<file path="src/rtl/pim_pkg.sv">
package pim_pkg;
  // Secondary bus segment selector
  typedef enum logic {
    SEG_A = 1'b0,
    SEG_B = 1'b1
  } seg_e;

  // Read response carried through the output register
  typedef struct packed {
    logic        vld;
    logic [31:0] data;
  } rd_resp_t;
endpackage

</file>
<file path="src/rtl/pim_line_calc.sv">
module pim_line_calc
  import pim_pkg::*;
#(
  parameter int unsigned SLOT_W    = 5,
  parameter int unsigned PIN_W     = 2,
  parameter int unsigned LINE_W    = 5,
  parameter int unsigned IRQ_W     = 6,
  parameter int unsigned B_OFFSET  = 16,
  parameter int unsigned NIC_SLOT  = 1,
  parameter int unsigned NIC_IRQ   = 33,
  parameter int unsigned DISK_SLOT = 3,
  parameter int unsigned DISK_IRQ  = 32
) (
  input  logic              clk,
  input  logic              por_n,
  input  logic              req_vld,
  input  seg_e              req_seg,
  input  logic [SLOT_W-1:0] req_slot,
  input  logic [PIN_W-1:0]  req_pin,
  output logic              out_vld,
  output logic [IRQ_W-1:0]  out_irq
);

  // Slot times pin count plus pin, plus the segment offset, wrapped to LINE_W bits
  function automatic logic [LINE_W-1:0] wrapped_sum(seg_e seg,
                                                    logic [SLOT_W-1:0] s,
                                                    logic [PIN_W-1:0] p);
    logic [LINE_W-1:0] base;
    base = (seg == SEG_B) ? LINE_W'(B_OFFSET) : '0;
    return LINE_W'({s, p}) + base;
  endfunction

  function automatic logic [IRQ_W-1:0] line_of(seg_e seg,
                                               logic [SLOT_W-1:0] s,
                                               logic [PIN_W-1:0] p);
    if (seg == SEG_A && s == SLOT_W'(NIC_SLOT))
      return IRQ_W'(NIC_IRQ);
    if (seg == SEG_A && s == SLOT_W'(DISK_SLOT))
      return IRQ_W'(DISK_IRQ);
    return IRQ_W'(wrapped_sum(seg, s, p));
  endfunction

  // Named event: request lands on a fixed legacy slot
  logic legacy_hit;
  assign legacy_hit = req_vld && (req_seg == SEG_A) &&
                      ((req_slot == SLOT_W'(NIC_SLOT)) ||
                       (req_slot == SLOT_W'(DISK_SLOT)));

  logic [IRQ_W-1:0] irq_next;
  assign irq_next = line_of(req_seg, req_slot, req_pin);

  always_ff @(posedge clk) begin
    if (!por_n) begin
      out_vld <= 1'b0;
      out_irq <= '0;
    end else begin
      out_vld <= req_vld;
      if (req_vld)
        out_irq <= irq_next;
    end
  end


  legacy_nic_chk: assert property (@(posedge clk) disable iff (!por_n)
    (req_vld && req_seg == SEG_A && req_slot == SLOT_W'(NIC_SLOT))
      |=> (out_irq == IRQ_W'(NIC_IRQ)));


  legacy_disk_chk: assert property (@(posedge clk) disable iff (!por_n)
    (req_vld && req_seg == SEG_A && req_slot == SLOT_W'(DISK_SLOT))
      |=> (out_irq == IRQ_W'(DISK_IRQ)));


  seg_b_range_chk: assert property (@(posedge clk) disable iff (!por_n)
    (req_vld && req_seg == SEG_B) |=> (int'(out_irq) < (1 << LINE_W)));


  seg_a_plain_range_chk: assert property (@(posedge clk) disable iff (!por_n)
    (req_vld && req_seg == SEG_A && !legacy_hit) |=> (int'(out_irq) < (1 << LINE_W)));


  vld_follow_chk: assert property (@(posedge clk) disable iff (!por_n)
    req_vld |=> out_vld);


  vld_idle_chk: assert property (@(posedge clk) disable iff (!por_n)
    !req_vld |=> !out_vld);

endmodule

</file>
<file path="src/rtl/pim_win_decode.sv">
module pim_win_decode #(
  parameter int unsigned WADDR_W  = 14,
  parameter int unsigned NUM_MAP  = 8,
  parameter int unsigned WIN_BASE = 32'h0000_0C00
) (
  input  logic                       wr_en,
  input  logic [WADDR_W-1:0]         waddr,
  output logic                       hit,
  output logic [$clog2(NUM_MAP)-1:0] idx,
  output logic [NUM_MAP-1:0]         wr_sel
);
  localparam int unsigned IDX_W = $clog2(NUM_MAP);
  // Word-address bits inside the window: one half-select bit plus the index
  localparam int unsigned LOW_W = IDX_W + 1;
  localparam int unsigned TAG_W = WADDR_W - LOW_W;
  localparam logic [TAG_W-1:0] WIN_TAG = TAG_W'(WIN_BASE >> (LOW_W + 2));

  logic tag_match;
  logic upper_half;

  assign tag_match  = (waddr[WADDR_W-1:LOW_W] == WIN_TAG);
  assign upper_half = waddr[0];
  assign hit        = tag_match && upper_half;
  assign idx        = waddr[LOW_W-1:1];

  for (genvar g = 0; g < NUM_MAP; g++) begin : g_sel
    assign wr_sel[g] = wr_en && hit && (idx == IDX_W'(g));
  end
endmodule

</file>
<file path="src/rtl/pim_map_bank.sv">
module pim_map_bank #(
  parameter int unsigned   NUM_MAP   = 8,
  parameter int unsigned   DATA_W    = 32,
  parameter logic [31:0]   KEEP_MASK = 32'h0000_07FC,
  parameter int unsigned   INIT_HI   = 5'h1F,
  parameter int unsigned   HI_LSB    = 6,
  parameter int unsigned   IDX_SHIFT = 2
) (
  input  logic                           clk,
  input  logic                           por_n,
  input  logic                           soft_rst,
  input  logic [NUM_MAP-1:0]             wr_sel,
  input  logic [DATA_W-1:0]              wdata,
  output logic [NUM_MAP-1:0][DATA_W-1:0] bank_q
);
  localparam logic [DATA_W-1:0] KEEP = DATA_W'(KEEP_MASK);

  // Power-up word: upper field all ones, index placed above the low bits
  function automatic logic [DATA_W-1:0] start_word(int unsigned i);
    return DATA_W'((INIT_HI << HI_LSB) | (i << IDX_SHIFT));
  endfunction

  for (genvar g = 0; g < NUM_MAP; g++) begin : g_word
    // Named event: a write that soft reset overrides
    logic write_dropped;
    assign write_dropped = soft_rst && wr_sel[g];

    always_ff @(posedge clk) begin
      if (!por_n)
        bank_q[g] <= start_word(g);
      else if (soft_rst)
        bank_q[g] <= bank_q[g] & KEEP;
      else if (wr_sel[g])
        bank_q[g] <= wdata;
    end


    trim_clear_chk: assert property (@(posedge clk) disable iff (!por_n)
      soft_rst |=> ((bank_q[g] & ~KEEP) == '0));


    trim_keep_chk: assert property (@(posedge clk) disable iff (!por_n)
      soft_rst |=> ((bank_q[g] & KEEP) == ($past(bank_q[g]) & KEEP)));


    drop_write_chk: assert property (@(posedge clk) disable iff (!por_n)
      write_dropped |=> (bank_q[g] == ($past(bank_q[g]) & KEEP)));


    write_land_chk: assert property (@(posedge clk) disable iff (!por_n)
      (wr_sel[g] && !soft_rst) |=> (bank_q[g] == $past(wdata)));


    hold_chk: assert property (@(posedge clk) disable iff (!por_n)
      (!wr_sel[g] && !soft_rst) |=> $stable(bank_q[g]));
  end
endmodule

</file>
<file path="src/rtl/pci_irq_mapper.sv">
module pci_irq_mapper
  import pim_pkg::*;
#(
  parameter int unsigned SLOT_W    = 5,
  parameter int unsigned PIN_W     = 2,
  parameter int unsigned LINE_W    = 5,
  parameter int unsigned IRQ_W     = 6,
  parameter int unsigned WADDR_W   = 14,
  parameter int unsigned DATA_W    = 32,
  parameter int unsigned NUM_MAP   = 8,
  parameter int unsigned WIN_BASE  = 32'h0000_0C00,
  parameter logic [31:0] KEEP_MASK = 32'h0000_07FC
) (
  input  logic               clk,
  input  logic               por_n,
  input  logic               soft_rst,
  input  logic               req_vld,
  input  logic               req_bus,
  input  logic [SLOT_W-1:0]  req_slot,
  input  logic [PIN_W-1:0]   req_pin,
  output logic               map_vld,
  output logic [IRQ_W-1:0]   map_irq,
  input  logic               wr_en,
  input  logic               rd_en,
  input  logic [WADDR_W-1:0] reg_waddr,
  input  logic [DATA_W-1:0]  wr_data,
  output logic               rd_vld,
  output logic [DATA_W-1:0]  rd_data
);
  localparam int unsigned IDX_W = $clog2(NUM_MAP);

  pim_line_calc #(
    .SLOT_W (SLOT_W),
    .PIN_W  (PIN_W),
    .LINE_W (LINE_W),
    .IRQ_W  (IRQ_W)
  ) u_calc (
    .clk      (clk),
    .por_n    (por_n),
    .req_vld  (req_vld),
    .req_seg  (seg_e'(req_bus)),
    .req_slot (req_slot),
    .req_pin  (req_pin),
    .out_vld  (map_vld),
    .out_irq  (map_irq)
  );

  logic                           win_hit;
  logic [IDX_W-1:0]               win_idx;
  logic [NUM_MAP-1:0]             wr_sel;
  logic [NUM_MAP-1:0][DATA_W-1:0] bank_q;

  pim_win_decode #(
    .WADDR_W  (WADDR_W),
    .NUM_MAP  (NUM_MAP),
    .WIN_BASE (WIN_BASE)
  ) u_dec (
    .wr_en  (wr_en),
    .waddr  (reg_waddr),
    .hit    (win_hit),
    .idx    (win_idx),
    .wr_sel (wr_sel)
  );

  pim_map_bank #(
    .NUM_MAP   (NUM_MAP),
    .DATA_W    (DATA_W),
    .KEEP_MASK (KEEP_MASK)
  ) u_bank (
    .clk      (clk),
    .por_n    (por_n),
    .soft_rst (soft_rst),
    .wr_sel   (wr_sel),
    .wdata    (wr_data),
    .bank_q   (bank_q)
  );

  // Read path: one output register, old word returned on a same-cycle write
  logic [DATA_W-1:0] rd_word;
  assign rd_word = win_hit ? bank_q[win_idx] : '0;

  always_ff @(posedge clk) begin
    if (!por_n) begin
      rd_vld  <= 1'b0;
      rd_data <= '0;
    end else begin
      rd_vld <= rd_en;
      if (rd_en)
        rd_data <= rd_word;
    end
  end


  miss_read_zero_chk: assert property (@(posedge clk) disable iff (!por_n)
    (rd_en && !win_hit) |=> (rd_data == '0));


  read_strobe_chk: assert property (@(posedge clk) disable iff (!por_n)
    rd_en |=> rd_vld);


  read_idle_chk: assert property (@(posedge clk) disable iff (!por_n)
    !rd_en |=> !rd_vld);


  write_hit_only_chk: assert property (@(posedge clk) disable iff (!por_n)
    $countones(wr_sel) <= 1);

endmodule

</file>
<file path="config.mk">
export PLATFORM = sky130hd
export DESIGN_NAME = pci_irq_mapper
export DESIGN_NICKNAME = d
export VERILOG_FILES = /design/src/rtl/pim_pkg.sv /design/src/rtl/pim_line_calc.sv /design/src/rtl/pim_win_decode.sv /design/src/rtl/pim_map_bank.sv /design/src/rtl/pci_irq_mapper.sv
export SDC_FILE = /design/constraint.sdc
export NUM_CORES = 1
export LEC_CHECK = 0
export BUFFER_PORTS_ARGS = -buffer_cell sky130_fd_sc_hd__buf_2
export CAP_MARGIN = 30
export CORE_ASPECT_RATIO = 1.4
export CORE_MARGIN = 2
export CORE_UTILIZATION = 55
export CTS_CLUSTER_DIAMETER = 40
export DETAILED_ROUTE_END_ITERATION = 10
export PLACE_DENSITY_LB_ADDON = 0.05
export SLEW_MARGIN = 25
export SYNTH_ARGS = -nofsm -noshare
export SYNTH_HDL_FRONTEND = slang
export SYNTH_HIERARCHICAL = 1
export SYNTH_SLANG_ARGS = --single-unit
</file>
<file path="constraint.sdc">
create_clock -name clk -period 2.6 [get_ports clk]
set_input_delay 0.13 -clock clk [delete_from_list [all_inputs] [get_ports clk]]
set_output_delay 0.13 -clock clk [all_outputs]
set_load 0.1 [all_outputs]
</file>
==> results.json <==
{
  "outcome": "completed",
  "routabilityCongestion": 0.724,
  "clock-skew-final_ns": 0.0191,
  "antenna_cells": 0,
  "cts_resized": 0,
  "yosys_register_bits": 296,
  "die_h_um": 188,
  "synth_nets": 1351,
  "seqPwrFrac_pct": 42.5,
  "leakagePower_nw": 5.87,
  "place_ws_ns": 0.347,
  "synth.top_cell.area_share_pct": 44.8,
  "synth_top_cell_by_area": "dfxtp_1",
  "grt_max_degree": 185,
  "hp-class": "in -> reg",
  "synth_xor_xnor_area_share_pct": 0.0662,
  "htree_levels": 2,
  "globalRouteOverflowTotal": 0,
  "grt_pass1_vias": 9590,
  "clock-sinks": 296,
  "cts_made_buffers": 38,
  "wl_per_cell_um": 18.4,
  "clkPwrFrac_pct": 52.2,
  "coreArea_mm2": 0.0238,
  "synth_simple_gate_area_share_pct": 14.2,
  "synth_top_family_by_area": "multiplexers",
  "fin_util_pct": 65.1,
  "netlist_area_mm2": 0.0132,
  "crit_type": "in -> reg",
  "cp-end-kind": "register",
  "die_area_mm2": 0.0253,
  "pin_count": 100,
  "io_buffers": 99,
  "final_nets": 1432,
  "grt_pass1_wl_mm": 50.6,
  "p_sw_mw": 2.36,
  "finalCriticalPeriod_ns": 1.96,
  "avgSynthCellArea_um2": 10.3,
  "layout-drive-gt1-share_pct": 17.4,
  "place.detailed.hpwl_mm": 18.9,
  "r2r-start": "u_calc/out_irq[0]",
  "cts_max_path_buffers": 3,
  "synth_edf_count": 0,
  "synth_mux_area_share_pct": 29.6,
  "ant_nets": 0,
  "tightest_slew_ns": 0.883,
  "first_iter_violations": 489,
  "ys_warn_count": 6,
  "area_growth_pct": 17.0,
  "vias": 9262,
  "worstSkewPairLatency_ns": 0.52,
  "post_cts_buffers": 0,
  "synth_compound_area_share_pct": 4.83,
  "setup_tns_ns": 0,
  "reg2reg_depth": 3,
  "finalMaxSlewViolations": 0,
  "critPathMaxFanout": 6,
  "postSynth.asyncResetShare_pct": 0,
  "startpoint_type": "input pin",
  "synth_seq_area_share_pct": 44.8,
  "period_share_pct": 75.3,
  "finalSetupViolCount": 0,
  "comb_power_share_pct": 5.3,
  "die_w_um": 135,
  "synth_fa_ha_area_share_pct": 0,
  "hold_buffers": 39,
  "row_count": 67,
  "fin_ws_ns": 0.642,
  "netSwitchingFraction_pct": 22.1,
  "antenna_found_initial": 0,
  "synthTopCellsByArea": "dfxtp_1, mux2i_1, mux4_2",
  "slew_headroom_pct": 41.2,
  "maxCapViolations": 0,
  "netlist-cell-type-count": 37,
  "cts_root_buf": "clkbuf_16",
  "irDropWorstVdd_mv": 0.543,
  "cp.arrival_ns": 2.41,
  "power_density_mw_per_mm2": 691,
  "hold_viol": 0,
  "grtUsageTotal_pct": 25.1,
  "start_util_pct": 55.6,
  "vias_per_cell": 5.42,
  "internal_power_mw": 8.34,
  "crit_required_ns": 3.05,
  "synth-main-ff-cell": "dfxtp_1",
  "whs_path_depth": 3,
  "route.detailed.drc": 0,
  "syn_inst": 1291,
  "drtPass1Iterations": 4,
  "totalWireLength_mm": 31.5,
  "fmax_ghz": 0.511,
  "tritoncts": "yes",
  "timing.hold.ws_ns": 0.0166,
  "startpoint": "req_slot[2]",
  "path_clk_slew_ns": 0.06,
  "rsz0062_at_grt": "false",
  "hold_start": "wr_data[25]"
}
[power groups by stage]
stage	Clock [mW]	Combinational [mW]	Sequential (mW)
after floorplan	0	0.358	4.69
after global placement	0	0.514	4.64
after detailed placement	0	0.515	4.64
after CTS	5.70	0.565	4.55
after global routing	5.89	0.606	4.54
final	5.59	0.568	4.55
[cells in the mapped netlist (9+ instances only)]
master,n
nor4_1,9
mux4_2,32
nor2_1,185
buf_1,25
a22oi_1,32
dfxtp_1,296
mux2i_1,320
o21ai_1,30
clkbuf_1,22
buf_6,26
buf_4,17
nand2_1,89
a21oi_1,32
buf_2,36
nand2b_1,43
nor2b_1,63
[area by class of cell]
| class | instances | area, um2 |
|---|---|---|
| clock buffer | 51 | 1140 |
| timing repair buffer | 172 | 1290 |
| tap | 310 | 388 |
| fill | 2017 | 8320 |
| multi-input combinational | 864 | 6510 |
| clock inverter | 16 | 231 |
| sequential | 296 | 5930 |
[cell families (layout without fill, tap and decap cells)]
kind of cell | Yosys count | after routing
AO/OA/AOI/OAI | 107 | 107
XOR/XNOR | 1 | 1
buffers and inverters | 131 | 239
flip-flops | 296 | 296
multiplexers | 352 | 352
AND/OR/NAND/NOR | 404 | 404
[state kept, by name, summed over array words and instances, names as in the netlist]
register	flops
u_bank/bank_q	256
rd_data	32
u_calc/out_irq	6
rd_vld	1
u_calc/out_vld	1
[layer usage]
metal  global-route usage, %  wire length, um  share of wire [%]  vias to the layer above
li1                        -                -                  -                     4581
met1                    30.0            13500                 43                     4494
met2                    46.0            16400                 52                      138
met3                    4.00             1030                3.3                       49
met4                    6.85              579                1.8                        0
met5                       0                0                  0                        -
[worst max-delay path, stage by stage]
cell and delay [ns]:
dlygate4sd3_1 0.53, buf_2 0.13, or4b_4 0.57, or3_1 0.32, a31oi_1 0.17, dlygate4sd3_1 0.56
[through the flow]
stage                     area, um2  power, mW  std cells
after floorplan               13200       5.05       1291
after global placement        13700       5.16       1601
after detailed placement      13700       5.16       1601
after CTS                     15400       10.8       1707
after global routing          15500       11.0       1709
final                         15500       10.7       1709
[worst paths after layout]
path | to | slack [ns]
worst max-delay path | u_calc/out_irq[0] | 0.64
worst min-delay path | u_bank/bank_q[89] | 0.02
worst max register to register | u_calc/out_irq[0] | 1.39
worst min register to register | u_bank/bank_q[197] | 0.46
[cells in the final DEF (no fill, tap or decap), types with 3 or more instances in the layout]
cell and count:
mux2i_1 320, dfxtp_1 296, nor2_1 184, buf_2 97, nand2_1 89, nor2b_1 62
nand2b_1 43, clkbuf_16 41, dlygate4sd3_1 39, a22oi_1 32, mux4_2 32, a21oi_1 32
o21ai_1 30, buf_4 24, buf_12 9, clkbuf_8 8, nor4_2 8, clkinvlp_4 6
bufinv_16 5, o21ai_0 4, and2_1 3, clkinv_4 3, o211ai_1 3, a21boi_0 3
Power figures use the tool's default switching activity.
